## src/rtl/adc_bus_pkg.sv

```systemverilog
package adc_bus_pkg;

    localparam int unsigned NIB_W  = 4;
    localparam int unsigned DATA_W = 2 * NIB_W;

    localparam int unsigned PIN_CNT = 3;
    localparam int unsigned PIN_CS  = 0;
    localparam int unsigned PIN_RD  = 1;
    localparam int unsigned PIN_WR  = 2;

    typedef enum logic [1:0] {
        ST_IDLE     = 2'd0,
        ST_RD_BUSY  = 2'd1,
        ST_WR_TRACK = 2'd2,
        ST_WR_LOWER = 2'd3
    } ctl_state_e;

    typedef struct packed {
        ctl_state_e        st;
        logic [DATA_W-1:0] data;
        logic              valid;
        logic              int_n;
        logic              rdy_pull;
        logic              start;
        logic              lower;
        logic              finish;
        logic              viol;
    } ctl_regs_t;

    localparam ctl_regs_t CTL_RESET = '{
        st:       ST_IDLE,
        data:     '0,
        valid:    1'b0,
        int_n:    1'b1,
        rdy_pull: 1'b0,
        start:    1'b0,
        lower:    1'b0,
        finish:   1'b0,
        viol:     1'b0
    };

endpackage

```

## src/rtl/adc_bus_edges.sv

```systemverilog
module adc_bus_edges #(
    parameter int unsigned N = 3
) (
    input  logic         clk,
    input  logic         rst_n,
    input  logic [N-1:0] pins_i,
    output logic [N-1:0] fall_o,
    output logic [N-1:0] rise_o
);

    logic [N-1:0] prev_q;
    logic [N-1:0] prev_d;

    for (genvar g = 0; g < N; g++) begin : g_pin
        always_comb begin
            prev_d[g] = pins_i[g];
        end

        always_ff @(posedge clk or negedge rst_n) begin
            if (!rst_n) begin
                prev_q[g] <= 1'b1;
            end else begin
                prev_q[g] <= prev_d[g];
            end
        end

        assign fall_o[g] = prev_q[g] & ~pins_i[g];
        assign rise_o[g] = ~prev_q[g] & pins_i[g];
    end

endmodule

```

## src/rtl/adc_bus_acq_timer.sv

```systemverilog
module adc_bus_acq_timer #(
    parameter int unsigned ACQ_CYCLES = 4
) (
    input  logic clk,
    input  logic rst_n,
    input  logic load_i,
    output logic busy_o
);

    localparam int unsigned CW = (ACQ_CYCLES < 1) ? 1 : $clog2(ACQ_CYCLES + 1);
    localparam logic [CW-1:0] LOAD_VAL = CW'(ACQ_CYCLES);

    logic [CW-1:0] cnt_q;
    logic [CW-1:0] cnt_d;

    always_comb begin
        cnt_d = cnt_q;
        if (load_i) begin
            cnt_d = LOAD_VAL;
        end else if (cnt_q != '0) begin
            cnt_d = cnt_q - CW'(1);
        end
    end

    always_ff @(posedge clk or negedge rst_n) begin
        if (!rst_n) begin
            cnt_q <= '0;
        end else begin
            cnt_q <= cnt_d;
        end
    end

    assign busy_o = (cnt_q != '0);

endmodule

```

## src/rtl/adc_bus_ctrl.sv

```systemverilog
module adc_bus_ctrl
    import adc_bus_pkg::*;
(
    input  logic              clk,
    input  logic              rst_n,
    input  logic              mode_i,
    input  logic              cs_n_i,
    input  logic              rd_n_i,
    input  logic              cs_fall_i,
    input  logic              cs_rise_i,
    input  logic              rd_fall_i,
    input  logic              rd_rise_i,
    input  logic              wr_fall_i,
    input  logic              wr_rise_i,
    input  logic              acq_busy_i,
    input  logic [NIB_W-1:0]  hi_i,
    input  logic [NIB_W-1:0]  lo_i,
    input  logic              done_i,
    output logic              complete_o,
    output logic [DATA_W-1:0] data_o,
    output logic              data_oe_o,
    output logic              int_n_o,
    output logic              rdy_pull_o,
    output logic              start_o,
    output logic              lower_o,
    output logic              finish_o,
    output logic              viol_o
);

    ctl_regs_t q;
    ctl_regs_t d;
    logic      complete;
    logic      selected;

    always_comb begin
        d        = q;
        d.start  = 1'b0;
        d.lower  = 1'b0;
        d.finish = 1'b0;
        d.viol   = 1'b0;
        complete = 1'b0;
        selected = ~cs_n_i;

        if (cs_rise_i || rd_rise_i) begin
            d.int_n = 1'b1;
        end
        if (!mode_i && cs_fall_i) begin
            d.rdy_pull = 1'b1;
        end
        if (cs_rise_i) begin
            d.rdy_pull = 1'b0;
        end

        unique case (q.st)
            ST_IDLE: begin
                if (!mode_i) begin
                    if (rd_fall_i && selected) begin
                        d.start = 1'b1;
                        d.valid = 1'b0;
                        d.int_n = 1'b1;
                        d.st    = ST_RD_BUSY;
                    end
                end else if (wr_fall_i && selected) begin
                    if (acq_busy_i) begin
                        d.viol = 1'b1;
                    end else begin
                        d.start = 1'b1;
                        d.int_n = 1'b1;
                        d.st    = ST_WR_TRACK;
                    end
                end
            end
            ST_RD_BUSY: begin
                if (done_i) begin
                    complete   = 1'b1;
                    d.data     = {hi_i, lo_i};
                    d.valid    = 1'b1;
                    d.int_n    = 1'b0;
                    d.rdy_pull = 1'b0;
                    d.st       = ST_IDLE;
                end
            end
            ST_WR_TRACK: begin
                if (wr_rise_i) begin
                    d.data[DATA_W-1:NIB_W] = hi_i;
                    d.valid = 1'b0;
                    d.lower = 1'b1;
                    d.st    = ST_WR_LOWER;
                end
            end
            ST_WR_LOWER: begin
                if (done_i) begin
                    complete            = 1'b1;
                    d.data[NIB_W-1:0]   = lo_i;
                    d.valid             = 1'b1;
                    d.int_n             = 1'b0;
                    d.st                = ST_IDLE;
                end else if (rd_fall_i && selected) begin
                    d.finish = 1'b1;
                end
            end
            default: begin
                d.st = ST_IDLE;
            end
        endcase
    end

    always_ff @(posedge clk or negedge rst_n) begin
        if (!rst_n) begin
            q <= CTL_RESET;
        end else begin
            q <= d;
        end
    end

    assign complete_o = complete;
    assign data_o     = q.data;
    assign data_oe_o  = q.valid & ~cs_n_i & ~rd_n_i;
    assign int_n_o    = q.int_n;
    assign rdy_pull_o = q.rdy_pull;
    assign start_o    = q.start;
    assign lower_o    = q.lower;
    assign finish_o   = q.finish;
    assign viol_o     = q.viol;

endmodule

```

## src/rtl/adc_bus_if.sv

```systemverilog
module adc_bus_if
    import adc_bus_pkg::*;
#(
    parameter int unsigned ACQ_CYCLES = 4
) (
    input  logic              clk,
    input  logic              rst_n,
    input  logic              mode_i,
    input  logic              cs_n_i,
    input  logic              rd_n_i,
    input  logic              wr_n_i,
    output logic              int_n_o,
    output logic              rdy_pull_o,
    output logic [DATA_W-1:0] data_o,
    output logic              data_oe_o,
    output logic              conv_start_o,
    output logic              conv_lower_o,
    output logic              conv_finish_o,
    input  logic [NIB_W-1:0]  conv_hi_i,
    input  logic [NIB_W-1:0]  conv_lo_i,
    input  logic              conv_done_i,
    output logic              wr_viol_o
);

    logic [PIN_CNT-1:0] pins;
    logic [PIN_CNT-1:0] fall;
    logic [PIN_CNT-1:0] rise;
    logic               acq_busy;
    logic               complete;

    always_comb begin
        pins         = '1;
        pins[PIN_CS] = cs_n_i;
        pins[PIN_RD] = rd_n_i;
        pins[PIN_WR] = wr_n_i;
    end

    adc_bus_edges #(
        .N (PIN_CNT)
    ) u_edges (
        .clk    (clk),
        .rst_n  (rst_n),
        .pins_i (pins),
        .fall_o (fall),
        .rise_o (rise)
    );

    adc_bus_acq_timer #(
        .ACQ_CYCLES (ACQ_CYCLES)
    ) u_acq (
        .clk    (clk),
        .rst_n  (rst_n),
        .load_i (complete),
        .busy_o (acq_busy)
    );

    adc_bus_ctrl u_ctrl (
        .clk        (clk),
        .rst_n      (rst_n),
        .mode_i     (mode_i),
        .cs_n_i     (cs_n_i),
        .rd_n_i     (rd_n_i),
        .cs_fall_i  (fall[PIN_CS]),
        .cs_rise_i  (rise[PIN_CS]),
        .rd_fall_i  (fall[PIN_RD]),
        .rd_rise_i  (rise[PIN_RD]),
        .wr_fall_i  (fall[PIN_WR]),
        .wr_rise_i  (rise[PIN_WR]),
        .acq_busy_i (acq_busy),
        .hi_i       (conv_hi_i),
        .lo_i       (conv_lo_i),
        .done_i     (conv_done_i),
        .complete_o (complete),
        .data_o     (data_o),
        .data_oe_o  (data_oe_o),
        .int_n_o    (int_n_o),
        .rdy_pull_o (rdy_pull_o),
        .start_o    (conv_start_o),
        .lower_o    (conv_lower_o),
        .finish_o   (conv_finish_o),
        .viol_o     (wr_viol_o)
    );

endmodule

```

## config.mk

```make
export PLATFORM = sky130hd
export DESIGN_NAME = adc_bus_if
export DESIGN_NICKNAME = d
export VERILOG_FILES = /design/src/rtl/adc_bus_pkg.sv /design/src/rtl/adc_bus_edges.sv /design/src/rtl/adc_bus_acq_timer.sv /design/src/rtl/adc_bus_ctrl.sv /design/src/rtl/adc_bus_if.sv
export SDC_FILE = /design/constraint.sdc
export NUM_CORES = 1
export LEC_CHECK = 0
export BUFFER_PORTS_ARGS = -buffer_cell sky130_fd_sc_hd__buf_2
export CAP_MARGIN = 15
export CORE_ASPECT_RATIO = 0.7
export CORE_MARGIN = 5
export CORE_UTILIZATION = 50
export DETAILED_ROUTE_END_ITERATION = 7
export GPL_TIMING_DRIVEN = 0
export PLACE_DENSITY = 0.76
export SLEW_MARGIN = 15
export SYNTH_ARGS = -nofsm -noshare
export SYNTH_HDL_FRONTEND = slang
export SYNTH_SLANG_ARGS = --single-unit
```

## constraint.sdc

```tcl
create_clock -name clk -period 1.65 [get_ports clk]
set_input_delay 0.165 -clock clk [delete_from_list [all_inputs] [get_ports clk]]
set_output_delay 0.165 -clock clk [all_outputs]
set_load 0.005 [all_outputs]
```

* After elaboration in Yosys (flattened, before gate mapping)
Cells that the tools add are included.
Storage, ports and cells: register bits after elaboration 23, input port bits 15, output and inout port bits 15, word-level logic and storage cells 95
Operators by class: $add $sub $neg 1, equality and inequality tests 11, multiplexer cells 40, bitwise gates (word level) 14, reduce and logical (&&, ||, !) cells 15
Operator list (count):
- $mux 1 | 24
- $pmux 4 s2 | 2
- $mux 13 | 1
- $mux 2 | 6
- $mux 6 | 2
- $and 1x1->1 | 8
- $pmux 2 s4 | 1
- $mux 3 | 2
- $ne 2x2->1 const B | 3
- $ne 3x2->1 const B | 2
- $not 1->1 | 6
- $reduce_and 3->1 | 2
- $reduce_and 6->1 | 1
- $reduce_bool 2->1 | 3
- $reduce_and 5->1 | 1
- $eq 2x2->1 const B | 2
- $ne 2x1->1 const B | 2
- $pmux 1 s4 | 1
- $logic_and 1x1->1 | 3
- $ne 3x3->1 const B | 1
- $pmux 1 s3 | 1
- $reduce_bool 3->1 | 1
- $sub 3x1->3 const B | 1
- $eq 2x1->1 const B | 1
- 4 further kinds | 4

* Depth between registers and ports, before layout
depth in word-level cells 8, depth in mapped cells 5

* Hierarchy
From an unflattened synthesis, not the netlist that was laid out.
Unflattened totals: cells, all modules 117, area, all modules 1188.6 um2
Modules (own cells, without submodules):
- adc_bus_ctrl | times used 1, cells each 92, area an instance 894.6 um2
- adc_bus_acq_timer | times used 1, cells each 16, area an instance 177.7 um2
- adc_bus_edges | times used 1, cells each 9, area an instance 116.4 um2

* Worst setup path before layout
No wires, ideal clock.
path type reg2reg, start reg u_edges.prev_q[1], end reg u_ctrl.q (netlist bit u_ctrl.int_n_o), library setup time 0.084 ns, arrival time 1.266 ns, data required time 1.566 ns, slack 0.300 ns, stages on the path, launching flop included 4, path buffers 0, cells stage by stage dfstp_2 > or4b_4 > a21boi_4 > o31ai_4
RTL lines:
- start: declaration | line adc_bus_edges.sv:11 | logic [N-1:0] prev_q;
- start signal: indexed assignment | line adc_bus_edges.sv:23 | prev_q[g] <= prev_d[g];
- end signal: assignment | line adc_bus_ctrl.sv:110 | q <= CTL_RESET;
- end signal: assignment | line adc_bus_ctrl.sv:112 | q <= d;
- end: declaration | line adc_bus_ctrl.sv:30 | ctl_regs_t q;

==> results.json <==
{
  "combPwrFrac_pct": 48.0,
  "swShare_pct": 36.5,
  "finalWeightedCongestion": 0.777,
  "hp-class": "input port to register",
  "grt.overflow.total": 0,
  "num_vias": 943,
  "path_cells": "dlygate4sd3_1 > buf_2 > or4b_4 > a21boi_4 > o31ai_4",
  "cap_viol_max_count": 0,
  "clkLatencyLatePin_ns": 0.31,
  "postSynthAreaPerCell_um2": 11.1,
  "ir_drop_mv": 0.823,
  "ys_types": 34,
  "num_rows": 14,
  "critPathSlowestCell": "dlygate4sd3_1",
  "ys_seq_area_share_pct": 49.2,
  "grt_first_pass_wirelength_mm": 4.27,
  "grtUsageMet1_pct": 23.1,
  "top_usage_layer": "met2",
  "status": "completed",
  "wirelength_mm": 2.58,
  "finalSetupViolCount": 0,
  "grt_usage_pct": 16.5,
  "p_int_uw": 1400,
  "syn_nets": 123,
  "fin_setup_tns_ns": 0,
  "cp-end-kind": "register",
  "cts_resized": 0,
  "drive_above_1_share_pct": 40.6,
  "dpl.cell_count": 167,
  "yosys_warnings": 0,
  "root_buffer": "clkbuf_4",
  "areaGrowthSynthToFinish_pct": 21.3,
  "p_switching_uw": 808,
  "slew_headroom_pct": 60.8,
  "ff_latch_area_um2": 581,
  "finalMaxSlewViolations": 0,
  "post-route-min-period_ns": 1.46,
  "grt_pass1_vias": 913,
  "fin_cells": 175,
  "cp_data_arrival_time_ns": 1.70,
  "n_antenna_cell": 0,
  "slowest_delay_ns": 0.53,
  "pwr_density_cell_mw_per_mm2": 1540,
  "first_pass_iters": 4,
  "dieArea_mm2": 0.00345,
  "p_clk_share_pct": 11.9,
  "synth_ff_type": "dfrtp_1",
  "synth-edff-count": 0,
  "antenna_left": 0,
  "total_leakage_power_uw": 0.000662,
  "drc_errors": 0,
  "met3_usage_pct": 6.03,
  "crit_path_start_kind": "input port",
  "tightestPinTransition_ns": 0.589,
  "multi_input_area_um2": 502,
  "cts_buffers": 3,
  "clockBufferDepth": 2,
  "clock_skew_ns": 0.00220,
  "ys_ff_latch": 23,
  "synthArstFlopShare_pct": 100,
  "antenna_found_initial": 0,
  "postSynthCellCount": 106,
  "hold_violations": 0,
  "fin_crit_sh_pct": 88.7,
  "fin_nets": 161,
  "grt_max_degree": 24,
  "wl_per_cell_um": 14.8,
  "dp_hpwl_mm": 1.84,
  "cts_tree": "built",
  "rsz0062_at_grt": "false",
  "fp.dieH_um": 50.7,
  "clock_sinks": 23,
  "synth_area_mm2": 0.00118,
  "pwr-share-seq_pct": 40.1,
  "core-area_mm2": 0.00221,
  "path_clk_slew_ns": 0.12,
  "initial_utilization_pct": 53.5,
  "grt_use_met2_pct": 25.0,
  "nFillCells": 202,
  "criticalPathCategory": "input port to register",
  "cts_hold_buf": 4,
  "cp_data_required_time_ns": 1.89,
  "path_max_fanout": 5,
  "max_freq_ghz": 0.683,
  "io_pins": 30,
  "io_buffers": 29,
  "first_iter_violations": 71,
  "postCtsSetupBuffers": 0,
  "viasPerCell": 5.39,
  "htree_levels": 1,
  "dieWidth_um": 68.1
}
-- Yosys cell counts (2+ instances only) --
cell type / n / area [um2]
o21ai_0: 3 / 15.0
inv_1: 4 / 15.0
nor4b_1: 5 / 43.8
a211oi_1: 4 / 30.0
dfrtp_1: 19 / 475
ha_1: 2 / 25.0
nor3_1: 5 / 25.0
o21a_1: 5 / 37.5
mux2_2: 4 / 45.0
nor2_1: 5 / 18.8
nand2_1: 3 / 11.3
nor2b_1: 5 / 31.3
o22ai_1: 4 / 25.0
nand2b_1: 4 / 25.0
dfstp_2: 4 / 105
buf_2: 4 / 20.0
a21oi_1: 2 / 10.0
buf_4: 8 / 60.1
-- logic make-up after synthesis --
| kind of cell | Yosys count | share of synthesized area [%] |
|---|---|---|
| multiplexers | 5 | 4.66 |
| flip-flops | 23 | 49.2 |
| XOR/XNOR | 1 | 0.742 |
| adder cells (fa/ha/maj) | 2 | 2.12 |
| AND/OR/NAND/NOR | 34 | 19.0 |
| buffers and inverters | 17 | 8.37 |
| AO/OA/AOI/OAI | 24 | 16.0 |
-- registers in the layout, indices dropped and copies added (netlist names) --
register           cells
u_ctrl.int_n_o         1
u_ctrl.q               3
u_ctrl.viol_o          1
u_ctrl.data_o          8
u_ctrl.rdy_pull_o      1
u_acq.cnt_q            3
u_ctrl.finish_o        1
u_edges.prev_q         3
u_ctrl.start_o         1
u_ctrl.lower_o         1
-- power groups by stage --
| stage | sequential [uW] | combinational (uW) | clock, uW |
|---|---|---|---|
| after floorplan | 872 | 763 | 0 |
| after global placement | 883 | 1010 | 0 |
| after detailed placement | 897 | 1050 | 0 |
| after CTS | 885 | 1070 | 270 |
| after global routing | 910 | 1170 | 301 |
| final | 887 | 1060 | 264 |
-- cell type report --
cell class | count | area share, %
Inverter | 4 | 1.05
Sequential cell | 23 | 40.5
Buffer | 13 | 5.85
Tap cell | 32 | 2.79
Clock buffer | 4 | 1.83
Multi-Input combinational cell | 66 | 35.0
Timing Repair Buffer | 33 | 12.9
-- critical path, delay by kind of cell --
family,cells,cell delay (ns)
compound gates,2,0.33
buf+inv,2,0.68
simple gates,1,0.53
-- worst paths after layout --
check                             startpoint                 to  slack (ns)  cells past startpoint
setup / recovery                      rd_n_i     u_ctrl.int_n_o        0.19                      5
hold / removal                  conv_lo_i[0]   u_ctrl.data_o[0]        0.08                      2
setup reg to reg           u_edges.prev_q[1]     u_ctrl.int_n_o        0.22                      3
hold reg to reg            u_edges.prev_q[1]    u_ctrl.finish_o        0.51                      2
max in group asynchronous              rst_n  u_edges.prev_q[2]        0.94                      2
min in group asynchronous              rst_n  u_ctrl.rdy_pull_o        0.35                      2
-- metal layers --
layer  part of all wire, %  vias to the layer above
met4                  0.85                        0
li1                      -                      450
met2                    47                       25
met3                   5.3                        4
met5                     0                        -
met1                    47                      464
-- stage by stage --
stage	total power, uW	setup slack [ns]	util, %	hold slack (ns)	area, um2
detailed placement	1950	0.256	61.9	0.168	1370
floorplan	1640	0.300	-	-0.131	1180
global placement	1890	0.263	61.9	0.160	1370
CTS	2220	0.200	64.9	0.0747	1430
finish	2210	0.186	64.9	0.0774	1430
global route	2380	0.152	64.9	0.0687	1430
-- cells in the final DEF, fill, tap and decap left out, types with 3 or more instances in the layout --
cell,synthesis,final
nor4b_1,5,5
o22ai_1,4,4
buf_4,8,8
nand2_1,3,3
nor2b_1,5,5
nor2_1,5,5
o21ai_0,3,3
clkbuf_4,0,3
nor3_1,5,5
buf_2,4,33
o21a_1,5,5
dfstp_2,4,4
inv_1,4,4
dlygate4sd3_1,0,4
mux2_2,4,4
nand2b_1,4,4
a211oi_1,4,4
dfrtp_1,19,19
(Power assumes the default switching activity.)
